[config.mk]
export PLATFORM = sky130hd
export DESIGN_NAME = swi_bank
export DESIGN_NICKNAME = d
export VERILOG_FILES = /design/src/rtl/swi_pkg.sv /design/src/rtl/swi_decode.sv /design/src/rtl/swi_slot.sv /design/src/rtl/swi_resp.sv /design/src/rtl/swi_bank.sv
export SDC_FILE = /design/constraint.sdc
export NUM_CORES = 1
export LEC_CHECK = 0
export BUFFER_PORTS_ARGS = -buffer_cell sky130_fd_sc_hd__buf_2
export CORE_ASPECT_RATIO = 0.5
export CORE_MARGIN = 2
export CORE_UTILIZATION = 49
export DETAILED_ROUTE_END_ITERATION = 8
export HOLD_SLACK_MARGIN = 0.03
export PLACE_DENSITY = 0.88
export SLEW_MARGIN = 20
export SYNTH_ARGS = -nofsm -noshare
export SYNTH_HDL_FRONTEND = slang
export SYNTH_HIERARCHICAL = 1
export SYNTH_SLANG_ARGS = --single-unit
export TNS_END_PERCENT = 10
[constraint.sdc]
create_clock -name clk -period 4.1 [get_ports clk]
set_clock_uncertainty 0.15 [all_clocks]
set_input_delay 0 -clock clk [delete_from_list [all_inputs] [get_ports clk]]
set_output_delay 0 -clock clk [all_outputs]
set_load 0.1 [all_outputs]
[src/rtl/swi_pkg.sv]
package swi_pkg;
  localparam int unsigned DW = 32;

  typedef enum logic {
    SWI_MACHINE = 1'b0,
    SWI_SUPER   = 1'b1
  } swi_mode_e;
endpackage

[src/rtl/swi_decode.sv]
module swi_decode #(
  parameter int unsigned AW        = 12,
  parameter logic [AW-1:0] BASE_ADDR = '0,
  parameter int unsigned NUM_HARTS = 4,
  localparam int unsigned IDXW     = (NUM_HARTS > 1) ? $clog2(NUM_HARTS) : 1
) (
  input  logic [AW-1:0]   addr,
  output logic            hit,
  output logic [IDXW-1:0] idx
);
  logic [AW-1:0] offset;
  logic [AW-1:0] word;

  always_comb begin
    offset = addr - BASE_ADDR;
    word   = offset >> 2;
    hit    = (addr >= BASE_ADDR) && (offset[1:0] == 2'b00) && (word < AW'(NUM_HARTS));
    idx    = word[IDXW-1:0];
  end
endmodule

[src/rtl/swi_slot.sv]
module swi_slot
  import swi_pkg::*;
#(
  parameter swi_mode_e MODE = SWI_MACHINE
) (
  input  logic clk,
  input  logic rst_n,
  input  logic wr_hit,
  input  logic wbit,
  output logic irq,
  output logic rd_bit
);
  logic state_q;

  generate
    if (MODE == SWI_MACHINE) begin : g_level
      always_ff @(posedge clk) begin
        if (!rst_n)      state_q <= 1'b0;
        else if (wr_hit) state_q <= wbit;
      end
      assign rd_bit = state_q;


      hold_chk: assert property (@(posedge clk) disable iff (!rst_n)
        !wr_hit |=> $stable(irq));

      set_level_chk: assert property (@(posedge clk) disable iff (!rst_n)
        (wr_hit && wbit) |=> irq);
    end else begin : g_pulse
      always_ff @(posedge clk) begin
        if (!rst_n) state_q <= 1'b0;
        else        state_q <= wr_hit && wbit;
      end
      assign rd_bit = 1'b0;


      pulse_src_chk: assert property (@(posedge clk) disable iff (!rst_n)
        irq |-> $past(wr_hit && wbit));
    end
  endgenerate

  assign irq = state_q;
endmodule

[src/rtl/swi_resp.sv]
module swi_resp
  import swi_pkg::*;
(
  input  logic          clk,
  input  logic          rst_n,
  input  logic          load,
  input  logic [DW-1:0] load_data,
  input  logic          rsp_ready,
  output logic          rsp_valid,
  output logic [DW-1:0] rsp_rdata
);
  always_ff @(posedge clk) begin
    if (!rst_n) begin
      rsp_valid <= 1'b0;
      rsp_rdata <= '0;
    end else if (load) begin
      rsp_valid <= 1'b1;
      rsp_rdata <= load_data;
    end else if (rsp_ready) begin
      rsp_valid <= 1'b0;
    end
  end


  stall_hold_chk: assert property (@(posedge clk) disable iff (!rst_n)
    (rsp_valid && !rsp_ready) |=> (rsp_valid && $stable(rsp_rdata)));
endmodule

[src/rtl/swi_bank.sv]
module swi_bank
  import swi_pkg::*;
#(
  parameter swi_mode_e     MODE      = SWI_MACHINE,
  parameter int unsigned   MAX_HARTS = 4095,
  parameter int unsigned   NUM_HARTS = 4,
  parameter int unsigned   AW        = 16,
  parameter logic [AW-1:0] BASE_ADDR = '0
) (
  input  logic                 clk,
  input  logic                 rst_n,
  input  logic                 req_valid,
  output logic                 req_ready,
  input  logic                 req_write,
  input  logic [AW-1:0]        req_addr,
  input  logic [31:0]          req_wdata,
  output logic                 rsp_valid,
  input  logic                 rsp_ready,
  output logic [31:0]          rsp_rdata,
  output logic [NUM_HARTS-1:0] sw_irq
);
  localparam int unsigned IDXW = (NUM_HARTS > 1) ? $clog2(NUM_HARTS) : 1;

  initial begin
    cfg_chk: assert (BASE_ADDR[1:0] == 2'b00 && NUM_HARTS >= 1 && NUM_HARTS <= MAX_HARTS)
      else $error("swi_bank: bad configuration");
  end

  logic            take, wr_take, rd_take;
  logic            hit;
  logic [IDXW-1:0] idx;
  logic [NUM_HARTS-1:0] wr_sel;
  logic [NUM_HARTS-1:0] rd_bits;
  logic [DW-1:0]   rd_word;
  logic            unused_wdata;

  assign unused_wdata = ^req_wdata[31:1];
  assign req_ready    = !rsp_valid || rsp_ready;
  assign take         = req_valid && req_ready;
  assign wr_take      = take && req_write;
  assign rd_take      = take && !req_write;

  swi_decode #(
    .AW(AW), .BASE_ADDR(BASE_ADDR), .NUM_HARTS(NUM_HARTS)
  ) u_dec (
    .addr(req_addr), .hit(hit), .idx(idx)
  );

  for (genvar i = 0; i < NUM_HARTS; i++) begin : g_slot
    assign wr_sel[i] = wr_take && hit && (idx == IDXW'(i));
    swi_slot #(.MODE(MODE)) u_slot (
      .clk(clk), .rst_n(rst_n),
      .wr_hit(wr_sel[i]), .wbit(req_wdata[0]),
      .irq(sw_irq[i]), .rd_bit(rd_bits[i])
    );
  end

  always_comb begin
    rd_word = '0;
    for (int k = 0; k < NUM_HARTS; k++) begin
      if (hit && idx == IDXW'(k)) rd_word[0] = rd_bits[k];
    end
  end

  swi_resp u_rsp (
    .clk(clk), .rst_n(rst_n),
    .load(rd_take), .load_data(rd_word),
    .rsp_ready(rsp_ready), .rsp_valid(rsp_valid), .rsp_rdata(rsp_rdata)
  );


  miss_zero_chk: assert property (@(posedge clk) disable iff (!rst_n)
    (rd_take && !hit) |=> (rsp_rdata == '0));

  upper_zero_chk: assert property (@(posedge clk) disable iff (!rst_n)
    rsp_valid |-> (rsp_rdata[31:1] == '0));

  miss_quiet_chk: assert property (@(posedge clk) disable iff (!rst_n)
    (wr_take && !hit) |-> (wr_sel == '0));

  if (MODE == SWI_SUPER) begin : g_sup_chk

    sup_read_zero_chk: assert property (@(posedge clk) disable iff (!rst_n)
      rsp_valid |-> (rsp_rdata == '0));
  end
endmodule

## Word level (Yosys, flattened, before mapping)

Cells that the tools add are included.

- Register bits after elaboration: 6
- Latch bits: 0
- Memory bits (writable): 0
- Bits in read-only memories: 0
- Input bits: 53
- Memories kept: 0

- Add/sub/neg operators: 0
- Multipliers: 0
- Div/mod/pow operators: 0
- $lt $le $gt $ge: 2
- Eq/ne operators: 3
- Shifts and indexed selects: 0
- Mux-type cells: 6
- Bitwise operators: 0
- Reductions and logical operators: 20

Operator list:

| kind | count |
|---|---|
| greater-or-equal comparator 16 x 1 -> 1 bit, second input constant | 1 |
| logical AND 1 bit | 14 |
| less-than comparator 14 x 3 -> 1 bit, second input constant | 1 |
| two-way mux 1 bit | 6 |
| equality test 2 bit, second input constant | 2 |
| logical NOT 2 bit | 2 |
| equality test 2 x 1 -> 1 bit, second input constant | 1 |
| logical NOT 1 bit | 2 |
| nonzero test 2 bit | 1 |
| logical OR 1 bit | 1 |

## Longest topological paths before layout

- Word-level depth: 8
- Mapped depth: 6
- Mapped depth without buffers: 6

## Modules after synthesis

Netlist, hierarchy kept.

By module, submodules not included:

| module | times used | cells each | area each (sq um) |
|---|---|---|---|
| swi_resp | 1 | 106 | 1277.5 |
| swi_slot | 4 | 4 | 43.8 |
| swi_bank | 1 | 15 | 110.1 |
| swi_decode | 1 | 7 | 46.3 |

## Worst setup path before layout

OpenSTA, ideal clock, no wires.

- Kind: register to register
- From: register u_rsp.rsp_valid
- To: register u_rsp.rsp_rdata[0]
- Setup time: 0.120 ns
- Arrival: 1.886 ns
- Data required time: 3.830 ns
- Slack: 1.945 ns
- Cell stages (with the launch flop): 7
- Path buffers: 2
- Period minus slack after synthesis: 2.155 ns
- Cell sequence: dfxtp_1 nor2b_1 nor3b_1 buf_6 buf_12 mux2i_1 nor2b_1

- Word-level cells in the longest chain between the ends: 4

RTL lines:

| item | line | RTL |
|---|---|---|
| start: declaration | swi_resp.sv:9 | `output logic rsp_valid,` |
| start signal: assignment | swi_resp.sv:14 | `rsp_valid <= 1'b0;` |
| start signal: assignment | swi_resp.sv:17 | `rsp_valid <= 1'b1;` |
| start signal: assignment | swi_resp.sv:20 | `rsp_valid <= 1'b0;` |
| logical NOT 1 bit | swi_bank.sv:38 | `assign req_ready = !rsp_valid \|\| rsp_ready;` |
| logical OR 1 bit | swi_bank.sv:38 |  |
| logical AND 1 bit | swi_bank.sv:39 | `assign take = req_valid && req_ready;` |
| logical AND 1 bit | swi_bank.sv:41 | `assign rd_take = take && !req_write;` |
| via rd_take | swi_bank.sv:29 | `logic take, wr_take, rd_take;` |
| end signal: assignment | swi_resp.sv:18 | `rsp_rdata <= load_data;` |
| end: declaration | swi_resp.sv:10 | `output logic [DW-1:0] rsp_rdata` |

The timed path passes the listed nets, and every way through them passes these cells.
A chain may end at the register's enable or synchronous reset.

==> flow_summary.json <==
{
  "fin_util": 0.677,
  "period_minus_slack_ns": 1.69,
  "synth_common_cells": "nor2b_1, dfxtp_1, mux2i_1",
  "ys_seq_area_frac": 0.460,
  "clk_path_buf_depth": 2,
  "fin_tns_setup_ns": 0,
  "holdPathEnd": "u_rsp/rsp_valid",
  "area_delta_synth_final_pct": 29.0,
  "ys.flop_type": "dfxtp_1",
  "die_area_um2": 3790,
  "r2r_cells": 5,
  "synthCells": 144,
  "num_io_pins": 91,
  "grt_overflow_total": 0,
  "netlist_area_um2": 1610,
  "drt_iter0_drc": 31,
  "cp.arrival_ns": 1.71,
  "hold_violations": 0,
  "switchingPower_uw": 288,
  "netlist.area_leader.share": 0.460,
  "port_buffers": 59,
  "drt-wirelength-per-cell_um": 10.4,
  "hpwl_mm": 2.08,
  "drtPass1Iterations": 2,
  "cts_tree": "done",
  "topRoutingLayerUsed": "met4",
  "intPower_uw": 557,
  "yosysMostFrequentCell": "nor2b_1",
  "synth.largest_area_cell": "dfxtp_1",
  "cts_buffers": 5,
  "seqPwrFrac": 0.452,
  "viasPerCell": 4.39,
  "fmax_mhz": 592,
  "clkPwrFrac": 0.314,
  "grt_pass1_wl_mm": 4.51,
  "pwr_density_cell_nw_per_um2": 407,
  "antenna_cells": 0,
  "finalCritPeriodShare": 0.412,
  "vias": 1193,
  "ctsHtreeMaxLevel": 2,
  "ys_types": 20,
  "worstPathMaxFanout": 20,
  "syn_area_per_cell_um2": 11.2,
  "min_from": "rst_n",
  "remaining_drc_errors": 0,
  "rsz0062_at_grt": "false",
  "critPathLaunchType": "register",
  "peakVddDrop_v": 0.000219,
  "yosysWarnings": 6,
  "run_status": "finished, final reports clean",
  "die_width_um": 85.0,
  "fill_cells": 248,
  "final_nets": 284,
  "grt_pass1_vias": 1069,
  "placementRows": 14,
  "die_h_um": 44.5,
  "synth_edf_count": 0,
  "wl_met2_mm": 1.44,
  "r2r_end": "u_rsp/rsp_rdata[6]",
  "cts_setup_buffers": 0,
  "final_layout_size_suffix_gt1_frac": 0.306,
  "wl_met3_um": 187,
  "wl_mm": 2.83,
  "wl_met1_mm": 1.18,
  "hold_path_depth": 2,
  "cts_sinks": 37,
  "root_buffer": "clkbuf_8",
  "r2r-start": "u_rsp/rsp_valid",
  "p_comb_frac": 0.234,
  "synth_seq_cells": 37,
  "hold_buffers": 2,
  "rrSetupSlack_ns": 2.41,
  "min_path_type": "in -> reg",
  "criticalPathCategory": "reg -> reg",
  "place_congestion": 0.792,
  "worst_ep_required_time_ns": 4.12,
  "p_total_uw": 845,
  "drtAntennaViolNets": 0,
  "coreArea_um2": 3070,
  "grt_usage": 0.157,
  "synth-async-reset-ratio": 0,
  "end_kind": "register",
  "clkTransAtPathRegs_ns": 0.08,
  "start_util": 0.525,
  "drv_cap": 0,
  "clock_latency_ns": 0.29,
  "leakage_uw": 0.000958,
  "switching_share": 0.341,
  "grt_max_degree": 38,
  "setup_viol": 0,
  "final_max_slew_viol_count": 0,
  "ctsResizeCount": 0,
  "antenna_found_initial": 0,
  "synth.area.top_cells": "dfxtp_1, mux2i_1, nor2b_1, buf_12, buf_4"
}
critical path, cell delays in order (launching register included):
cell	delay (ns)
dfxtp_1	0.32
nor2b_1	0.20
nor3b_2	0.24
buf_4	0.36
mux2i_1	0.23
nor2b_1	0.07
per-stage QoR:
stage	cell area [µm²]	setup slack [ns]	std cells	hold WS (ns)
after floorplan	1720	1.94	174	-0.0218
after global placement	1960	2.47	262	0.156
after detailed placement	1960	2.40	262	0.177
after CTS	2080	2.41	272	0.0320
after global routing	2080	2.27	272	0.0629
final	2080	2.41	272	0.0266
sequential cells by signal (all words and copies together) (netlist names):
signal / cells
g_slot.u_slot/irq: 4
u_rsp/rsp_valid: 1
u_rsp/rsp_rdata: 32
routing by layer:
layer,vias to the layer above,track usage
met1,534,0.166
met3,5,0.0634
met2,31,0.288
li1,623,-
met4,0,0.0667
met5,-,0
cells by family after synthesis:
| logic type | count (synthesis) | share of synthesized area |
|---|---|---|
| simple gates | 54 | 0.213 |
| mux | 37 | 0.238 |
| flops | 37 | 0.460 |
| buf+inv | 14 | 0.0816 |
| compound gates | 1 | 0.00467 |
| other cells | 1 | 0.00233 |
power groups by stage:
stage          clock [µW]  combinational, µW  sequential (µW)
2_1_floorplan           0               59.3              502
4_1_cts               274                199              382
3_3_place_gp            0                195              389
6_report              266                198              382
5_1_grt               290                208              384
3_5_place_dp            0                197              390
worst max-delay path by stage:
stage	cells after the start	slack, ns	endpoint	start
finish	5	2.41	u_rsp/rsp_rdata[6]	u_rsp/rsp_valid
global route	5	2.27	u_rsp/rsp_rdata[6]	u_rsp/rsp_valid
CTS	5	2.41	u_rsp/rsp_rdata[4]	u_rsp/rsp_valid
detailed placement	7	2.40	g_slot[0].u_slot/irq	req_addr[15]
global placement	5	2.47	u_rsp/rsp_rdata[17]	u_rsp/rsp_valid
floorplan	6	1.94	u_rsp/rsp_rdata[0]	u_rsp/rsp_valid
final cells by class:
class / instances / area (µm²) / share of cell area
tap: 40 / 50.0 / 0.0241
timing repair buffer: 63 / 330 / 0.159
clock inverter: 2 / 13.8 / 0.00663
sequential: 37 / 741 / 0.357
multi-input combinational: 123 / 855 / 0.412
inverter: 1 / 3.75 / 0.00181
clock buffer: 6 / 82.6 / 0.0398
layout by cell type, fill, tap and decap left out:
master	instances
and2_1	1
conb_1	31
clkbuf_8	6
mux4_2	1
nor4_1	3
nand2_1	2
nor4bb_1	1
nor4b_1	3
nor2b_1	38
nor2_1	2
and4_1	1
inv_1	1
buf_2	59
buf_4	2
mux2i_1	36
clkinv_2	1
clkinv_4	1
nor3b_2	1
dlygate4sd3_1	2
o21a_1	1
nand2b_1	2
dfxtp_1	37
(Power assumes the default switching activity.)
